==> config.mk <==
export PLATFORM = sky130hd
export DESIGN_NAME = serial_switch_latch
export DESIGN_NICKNAME = d
export VERILOG_FILES = /design/src/rtl/sw_latch_pkg.sv /design/src/rtl/sync_delay.sv /design/src/rtl/edge_sync.sv /design/src/rtl/hold_shift.sv /design/src/rtl/out_gate.sv /design/src/rtl/serial_switch_latch.sv
export SDC_FILE = /design/constraint.sdc
export NUM_CORES = 1
export LEC_CHECK = 0
export BUFFER_PORTS_ARGS = -buffer_cell sky130_fd_sc_hd__buf_4
export CAP_MARGIN = 20
export CORE_UTILIZATION = 35
export DETAILED_ROUTE_END_ITERATION = 10
export MAX_ROUTING_LAYER = met4
export PLACE_DENSITY = 0.63
export RECOVER_POWER = 100
export SYNTH_ARGS = -nofsm -noshare
export SYNTH_HDL_FRONTEND = slang
export SYNTH_SLANG_ARGS = --single-unit
==> constraint.sdc <==
create_clock -name clk_i -period 1.8 [get_ports clk_i]
set_input_delay 0.09 -clock clk_i [delete_from_list [all_inputs] [get_ports clk_i]]
set_output_delay 0.09 -clock clk_i [all_outputs]
set_load 0.1 [all_outputs]
==> src/rtl/sw_latch_pkg.sv <==
package sw_latch_pkg;
  localparam int unsigned DEF_N_CH        = 4;
  localparam int unsigned DEF_SYNC_STAGES = 2;
endpackage

==> src/rtl/sync_delay.sv <==
module sync_delay #(
  parameter int unsigned STAGES = 2
) (
  input  logic clk_i,
  input  logic rst_ni,
  input  logic d_i,
  output logic q_o
);
  logic [STAGES-1:0] pipe_q;

  generate
    if (STAGES == 1) begin : g_one
      always_ff @(posedge clk_i or negedge rst_ni) begin
        if (!rst_ni) pipe_q <= '0;
        else         pipe_q <= d_i;
      end
    end else begin : g_many
      always_ff @(posedge clk_i or negedge rst_ni) begin
        if (!rst_ni) pipe_q <= '0;
        else         pipe_q <= {pipe_q[STAGES-2:0], d_i};
      end
    end
  endgenerate

  assign q_o = pipe_q[STAGES-1];
endmodule

==> src/rtl/edge_sync.sv <==
module edge_sync #(
  parameter int unsigned STAGES = 2
) (
  input  logic clk_i,
  input  logic rst_ni,
  input  logic d_i,
  output logic rise_o
);
  logic lvl;
  logic prev_q;

  sync_delay #(.STAGES(STAGES)) u_sync (
    .clk_i (clk_i),
    .rst_ni(rst_ni),
    .d_i   (d_i),
    .q_o   (lvl)
  );

  always_ff @(posedge clk_i or negedge rst_ni) begin
    if (!rst_ni) prev_q <= 1'b0;
    else         prev_q <= lvl;
  end

  assign rise_o = lvl & ~prev_q;
endmodule

==> src/rtl/hold_shift.sv <==
module hold_shift #(
  parameter int unsigned N = 4
) (
  input  logic         clk_i,
  input  logic         rst_ni,
  input  logic         clr_i,
  input  logic         shift_i,
  input  logic         sdi_i,
  input  logic         latch_i,
  output logic [N-1:0] hold_o,
  output logic [N-1:0] lat_o
);
  logic [N-1:0] hold_q;
  logic [N-1:0] lat_q;

  // Nonblocking update: a coincident strobe takes the pre-shift value.
  always_ff @(posedge clk_i or negedge rst_ni) begin
    if (!rst_ni) begin
      hold_q <= '0;
      lat_q  <= '0;
    end else if (clr_i) begin
      hold_q <= '0;
      lat_q  <= '0;
    end else begin
      if (shift_i) hold_q <= {hold_q[N-2:0], sdi_i};
      if (latch_i) lat_q  <= hold_q;
    end
  end

  assign hold_o = hold_q;
  assign lat_o  = lat_q;
endmodule

==> src/rtl/out_gate.sv <==
module out_gate #(
  parameter int unsigned N = 4
) (
  input  logic [N-1:0] lat_i,
  input  logic         en_ni,
  input  logic [N-1:0] fault_dis_i,
  output logic [N-1:0] sw_on_o
);
  generate
    for (genvar g = 0; g < N; g++) begin : g_ch
      assign sw_on_o[g] = lat_i[g] & ~en_ni & ~fault_dis_i[g];
    end
  endgenerate
endmodule

==> src/rtl/serial_switch_latch.sv <==
module serial_switch_latch
  import sw_latch_pkg::*;
#(
  parameter int unsigned N_CH        = DEF_N_CH,
  parameter int unsigned SYNC_STAGES = DEF_SYNC_STAGES
) (
  input  logic            clk_i,
  input  logic            rst_ni,
  input  logic            clr_i,
  input  logic            sclk_i,
  input  logic            sdi_i,
  input  logic            latch_i,
  input  logic            en_ni,
  input  logic [N_CH-1:0] fault_dis_i,
  output logic            sdo_o,
  output logic [N_CH-1:0] sw_on_o
);
  logic            sclk_rise;
  logic            latch_rise;
  logic            sdi_s;
  logic [N_CH-1:0] hold_q;
  logic [N_CH-1:0] lat_q;

  edge_sync #(.STAGES(SYNC_STAGES)) u_sclk_edge (
    .clk_i (clk_i),
    .rst_ni(rst_ni),
    .d_i   (sclk_i),
    .rise_o(sclk_rise)
  );

  edge_sync #(.STAGES(SYNC_STAGES)) u_latch_edge (
    .clk_i (clk_i),
    .rst_ni(rst_ni),
    .d_i   (latch_i),
    .rise_o(latch_rise)
  );

  // Data is delayed as much as the clock so that sampling lines up.
  sync_delay #(.STAGES(SYNC_STAGES)) u_sdi_sync (
    .clk_i (clk_i),
    .rst_ni(rst_ni),
    .d_i   (sdi_i),
    .q_o   (sdi_s)
  );

  hold_shift #(.N(N_CH)) u_regs (
    .clk_i  (clk_i),
    .rst_ni (rst_ni),
    .clr_i  (clr_i),
    .shift_i(sclk_rise),
    .sdi_i  (sdi_s),
    .latch_i(latch_rise),
    .hold_o (hold_q),
    .lat_o  (lat_q)
  );

  out_gate #(.N(N_CH)) u_gate (
    .lat_i      (lat_q),
    .en_ni      (en_ni),
    .fault_dis_i(fault_dis_i),
    .sw_on_o    (sw_on_o)
  );

  assign sdo_o = hold_q[N_CH-1];
endmodule

# After elaboration in Yosys (flattened, before gate mapping)
# Index checks and enable logic that the tools add are counted.
# totals
n_memories	0
ram_bits	0
output_inout_bits	5
romBits	0
wordCells	30
ff_bits	16
latchBits	0
# op_classes
eq_ne	0
muxes	4
multipliers	0
bitwise	17
div_mod_pow	0
n_addsub	0
reduce_logical	2
n_shift	0
magnitude_cmp	0
# op_table
cell	n
two-way mux 4 bit	4
AND 1 bit	10
inverter 1 bit	7
nonzero test 2 bit	2

# Logic depth before layout (Yosys ltp)
# Gate-level depths: netlist of run 1.
# depth
ltp_word	4
ltp_mapped	3
mapped_depth_nobuf	2

# Modules after synthesis
# From an unflattened synthesis of run 1, not the netlist that was laid out.
# hier_totals
hier_cells	41
hier_area_um2	581.8
# by_module_without_submodules
module	seq_area_each_um2	area_per_inst_um2	cells_each	n_inst
hold_shift	200.2	324.1	27	1
sync_delay	50.0	50.0	2	3
edge_sync	25.0	38.8	2	2
out_gate	0.0	30.0	4	1

# Worst setup path before layout of run 1
# Ideal clock, no wire load.
# synth_path
path_kind	flip-flop to output port
from	register u_regs.lat_q[0], in the netlist u_regs.lat_o[0]
to	output port sw_on_o[0]
path_stages_with_launch	2
arrival_time_ps	2508
path_slack_ps	-798
required_ps	1710
path_buffers	0
cell_sequence	dfrtp_1 nor3b_1
# synth_between
elab_chain_len	2
# synth_rtl
item	line_no	text
start, declared	hold_shift.sv:14	logic [N-1:0] lat_q;
start signal, assigned	hold_shift.sv:26	if (latch_i) lat_q <= hold_q;
AND 1 bit (2 in a row)	out_gate.sv:11	assign sw_on_o[g] = lat_i[g] & ~en_ni & ~fault_dis_i[g];
end, declared	serial_switch_latch.sv:16	output logic [N_CH-1:0] sw_on_o
# No other way between the ends.

# Worst setup path in the final report of run 1
# layout_path
from	register u_regs.lat_q[2], in the netlist u_regs.lat_o[2]
to	output port sw_on_o[2]
# The elaborated chain is that of the path after synthesis.

==> results of run 1 <==
## worst min path at each step
stage,start,to,slack [ns]
5_1_grt,clr_i,u_regs.lat_o[0],0.13
3_3_place_gp,rst_ni,u_sdi_sync.pipe_q[0],-0.04
2_1_floorplan,rst_ni,u_latch_edge.prev_q,-0.21
6_report,clr_i,u_regs.lat_o[2],0.13
3_5_place_dp,rst_ni,u_sdi_sync.pipe_q[0],-0.04
4_1_cts,clr_i,u_regs.lat_o[3],0.13
## cell families (layout without fill, tap and decap cells)
kind of cell	Yosys count	in the layout	synth area share [%]
AOI/OAI and AO/OA	1	1	0.816
buffers and inverters	1	23	1.84
and+or+nand+nor	15	15	20.6
DFF	16	16	65.3
muxes	7	7	11.4
## area by class of cell
| cell class | instances | area (µm²) |
|---|---|---|
| Tap cell | 16 | 20.0 |
| Clock buffer | 4 | 36.3 |
| Sequential cell | 16 | 400 |
| Fill cell | 143 | 777 |
| Timing Repair Buffer | 19 | 136 |
| Multi-Input combinational cell | 23 | 206 |
## placed cells by master, fill, tap and decap left out
cell type and count:
clkbuf_2 5, dfrtp_1 16, mux2i_1 7, nand2b_4 1, clkbuf_8 1, buf_4 6, dlygate4sd3_1 4, clkbuf_4 6
nor2b_1 2, nor3b_2 4, nand2b_1 7, clkbuf_1 1, o21ai_0 1, nand4bb_1 1
## critical path, stage by stage, from the launching register on
cell	delay [ns]
dfrtp_1	0.36
nor3b_2	0.16
clkbuf_2	0.47
## registers in the layout (all words and copies together) (netlist names)
register	flops
u_latch_edge.prev_q	1
u_latch_edge.u_sync.pipe_q	2
u_regs.hold_o	4
u_regs.lat_o	4
u_sclk_edge.prev_q	1
u_sclk_edge.u_sync.pipe_q	2
u_sdi_sync.pipe_q	2
## power breakdown
group          internal (W)  switching, W   total, W
clock network      0.000123      0.000111   0.000234
logic             0.0000279     0.0000215  0.0000494
registers          0.000370    0.00000465   0.000375
total              0.000521      0.000137   0.000658
## through the flow
step                area [µm²]  util, %  setup slack, ns  cells  hold WS [ns]
floorplan                  633        -            0.185     40        -0.206
global placement           754     47.9            0.926     70       -0.0422
detailed placement         754     47.9            0.913     70       -0.0398
CTS                        831     52.7            0.570     78         0.125
global route               800     50.7            0.377     78         0.133
finish                     800     50.7            0.433     78         0.129
## layer usage
metal / wire length, µm / vias up / GRT usage (%)
li1: - / 182 / -
met1: 442 / 171 / 13.2
met2: 475 / 12 / 18.8
met3: 39 / 4 / 3.75
met4: 31 / 0 / 9.09
met5: 0 / - / -
==> flow_summary.ini, run 1 <==
[critical_path]
worstSetupStartpoint = u_regs.lat_o[2]
required_ns = 1.71
worstSetupPathType = flip-flop to output port
reg2reg_setup_slack_ns = 0.69
r2r_cells = 2
worst_r2r_endpoint = u_regs.lat_o[1]
crit_arrival_ns = 1.28
crit_fanout = 2
worstSetupStartpointType = flip-flop
endpoint = sw_on_o[2]
r2r-start = u_latch_edge.u_sync.pipe_q[1]
cp-end-kind = output port

[yosys]
syn_area_per_cell_um2 = 15.3
mappedNetlistNets = 51
synth-async-reset-ratio_pct = 100
synthDistinctLibCells = 9
ys_seq_area_share_pct = 65.3
yosysWarnings = 0
synthFlopType = dfrtp_1
syn_inst = 40
synth-edff-count = 0
synth_top_area_share_pct = 65.3
netlist_top_cells_count = dfrtp_1, mux2i_1, nand2b_1
synth_area_um2 = 613
ys_ff_latch = 16
yosysMostFrequentCell = dfrtp_1
synthTopCellsByArea = dfrtp_1, mux2i_1, nand2b_1, nor3b_1, nor2b_4
yosys.area.top_type = dfrtp_1

[detailed_routing]
postRouteAntennaNets = 0
initialDrtViolationCount = 3
via_count = 369
wl_um = 988
wl_per_cell_um = 12.7
viasPerCell = 4.73
dr.pass1.iters = 5
drc = 0

[power]
power_density_nw_per_um2 = 823
p_leak_nw = 0.369
ir_drop_uv = 666
total_power_w = 0.000658

[sta]
rsz0062_at_grt = false
min_period_ns = 1.37
fmaxAchievable_ghz = 0.732
skew_ns = 0.00230
finalMaxSlewViolations = 0
slew_headroom_pct = 44.6
tns_ns = 0
hold_violations = 0
finalCritPeriodShare_pct = 75.9
tightest_slew_ns = 0.831
setup_viol = 0

[clock_network]
clock-root-buffer = clkbuf_4
cts-buffers-inserted = 3
tritoncts = built
cts_resized = 0
numClockSinks = 16
h-tree-depth = 1
clockBufferDepth = 2
path_clk_slew_ns = 0.09
insertion_delay_ns = 0.28
cts_setup_buffers = 0
hold_buffers = 4

[grt]
grt_pass1_vias = 375
grt_pass1_wl_mm = 1.58
grt_start_max_net_pins = 17
track_usage_pct = 12.3
antenna_found_initial = 0
gr-total-overflow = 0

[die]
core_area_um2 = 1580
start_util_pct = 38.9
die_h_um = 43.9
die_w_um = 43.9
rows = 14
io-pin-count = 16
die_area_um2 = 1920

[finish]
final_nets = 74
drive_gt1_share_pct = 37.1
antenna_cells = 0
syn_to_final_growth_pct = 30.4

[place]
dpl.hpwl_um = 697
numPortBuffers = 15
gp_congestion = 0.683

[flow_run]
maxCapViolations = 0

[outcome]
outcome = complete, no violations

[worst_hold_path]
hold_path.class = input port to flip-flop
holdPathStages = 3
(Power assumes the default switching activity.)
==> inputs of run 2 (changes only) <==
Clock period 1.8 ns to 1.4 ns, I/O delays scaled along.
==> flow_summary.ini, run 2 (same netlist as run 1, synthesis figures left out) <==
[outcome]
outcome = complete, no violations

[finish]
fillers = 142
antenna_cells = 0
final_cell_mix = dfrtp_1, clkbuf_4, nand2b_1, mux2i_1, buf_4
multi_input_area_um2 = 231
syn_to_final_growth_pct = 36.1
layout_commonest_cell = dfrtp_1
final_nets = 74
drive_gt1_share_pct = 37.1
ff_latch_area_um2 = 400

[clock_network]
clockBufferDepth = 2
h-tree-depth = 1
hold_buffers = 4
cts_setup_buffers = 0
cts_resized = 0
insertion_delay_ns = 0.28
numClockSinks = 16
cts-buffers-inserted = 3
clock-root-buffer = clkbuf_4
path_clk_slew_ns = 0.09
tritoncts = built

[detailed_routing]
wl_met3_um = 66
wl_um = 951
dr.pass1.iters = 5
m1WireLength_um = 387
drc = 0
postRouteAntennaNets = 0
dr_wl_met2_um = 479
wl_per_cell_um = 12.2
top_layer = met4
via_count = 388
initialDrtViolationCount = 5
viasPerCell = 4.97

[sta]
setup_viol = 0
min_period_ns = 1.24
hold_violations = 0
skew_ns = 0.00121
tightest_slew_ns = 0.853
tns_ns = 0
fmaxAchievable_ghz = 0.809
finalMaxSlewViolations = 0
finalCritPeriodShare_pct = 88.3
slew_headroom_pct = 43.1
fin_ws_ns = 0.164
rsz0062_at_grt = false

[die]
rows = 14
die_area_um2 = 1920
io-pin-count = 16
die_w_um = 43.9
die_h_um = 43.9
start_util_pct = 38.9
core_area_um2 = 1580

[grt]
gr-total-overflow = 0
grt_pass1_wl_mm = 1.59
grt_start_max_net_pins = 17
track_usage_pct = 12.1
grt_pass1_vias = 411
antenna_found_initial = 0

[critical_path]
cpPeakStageDelay_ns = 0.37
worstSetupPathType = flip-flop to output port
worstSetupStartpointType = flip-flop
crit_arrival_ns = 1.17
cp-end-kind = output port
r2r_cells = 2
required_ns = 1.33
cpMaxStageDelayCell = dfrtp_1
crit_path_cell_trace = nor3b_4 -> clkbuf_4
crit_fanout = 2

[place]
numPortBuffers = 15
gp_congestion = 0.670
place_ws_ns = 0.513

[power]
switching_power_w = 0.000176
comb_power_share_pct = 8.1
seq_power_share_pct = 56.9
pwr-share-clk_pct = 35.0
intPower_w = 0.000671
ir_drop_uv = 555
p_leak_nw = 0.388
p_sw_share_pct = 20.8
power_density_nw_per_um2 = 1010

[worst_hold_path]
holdPathStages = 3
hold_path.class = input port to flip-flop

[flow_run]
maxCapViolations = 0
run 2: cell counts in the layout (fill, tap and decap cells not counted):
Identical to the previous run, type by type.
run 2: worst paths after layout:
kind                                                from                             to  slack, ns
setup / recovery                         u_regs.lat_o[2]                     sw_on_o[2]       0.16
hold / removal                                     clr_i                u_regs.lat_o[2]        0.1
setup reg to reg           u_latch_edge.u_sync.pipe_q[1]                u_regs.lat_o[1]       0.36
hold reg to reg            u_latch_edge.u_sync.pipe_q[0]  u_latch_edge.u_sync.pipe_q[1]       0.36
max in group asynchronous                         rst_ni           u_sdi_sync.pipe_q[1]       0.47
min in group asynchronous                         rst_ni  u_latch_edge.u_sync.pipe_q[1]       0.41
run 2: final cells by class:
class                           instances  area share, %
Timing Repair Buffer                   19           17.5
Sequential cell                        16           48.0
Tap cell                               16           2.40
Multi-Input combinational cell         23           27.7
Clock buffer                            4           4.35
run 2: per-stage QoR:
stage	instance area (µm²)	power [W]	util (%)	hold slack [ns]	cells
3_5_place_dp	779	0.000559	49.4	-0.0616	70
4_1_cts	856	0.000871	54.3	0.0894	78
6_report	835	0.000847	52.9	0.0998	78
5_1_grt	835	0.000890	52.9	0.116	78
2_1_floorplan	658	0.000518	-	-0.226	40
3_3_place_gp	779	0.000558	49.4	-0.0624	70
run 2: worst max-delay path, delay by kind of cell (launching register included):
| kind | cells | cell delay [ns] |
|---|---|---|
| DFF | 1 | 0.37 |
| buffers and inverters | 1 | 0.35 |
| and+or+nand+nor | 1 | 0.17 |
run 2: per-layer routing:
| metal | track usage, % | vias to the layer above |
|---|---|---|
| met2 | 21.5 | 15 |
| li1 | - | 181 |
| met5 | - | - |
| met3 | 2.50 | 2 |
| met1 | 12.8 | 190 |
| met4 | 5.45 | 0 |
run 2: power groups by stage:
stage | registers, W | clock network, W | logic [W]
floorplan | 0.000492 | 0 | 0.0000265
global placement | 0.000492 | 0 | 0.0000652
detailed placement | 0.000493 | 0 | 0.0000659
CTS | 0.000484 | 0.000312 | 0.0000744
global route | 0.000484 | 0.000332 | 0.0000742
finish | 0.000482 | 0.000296 | 0.0000685
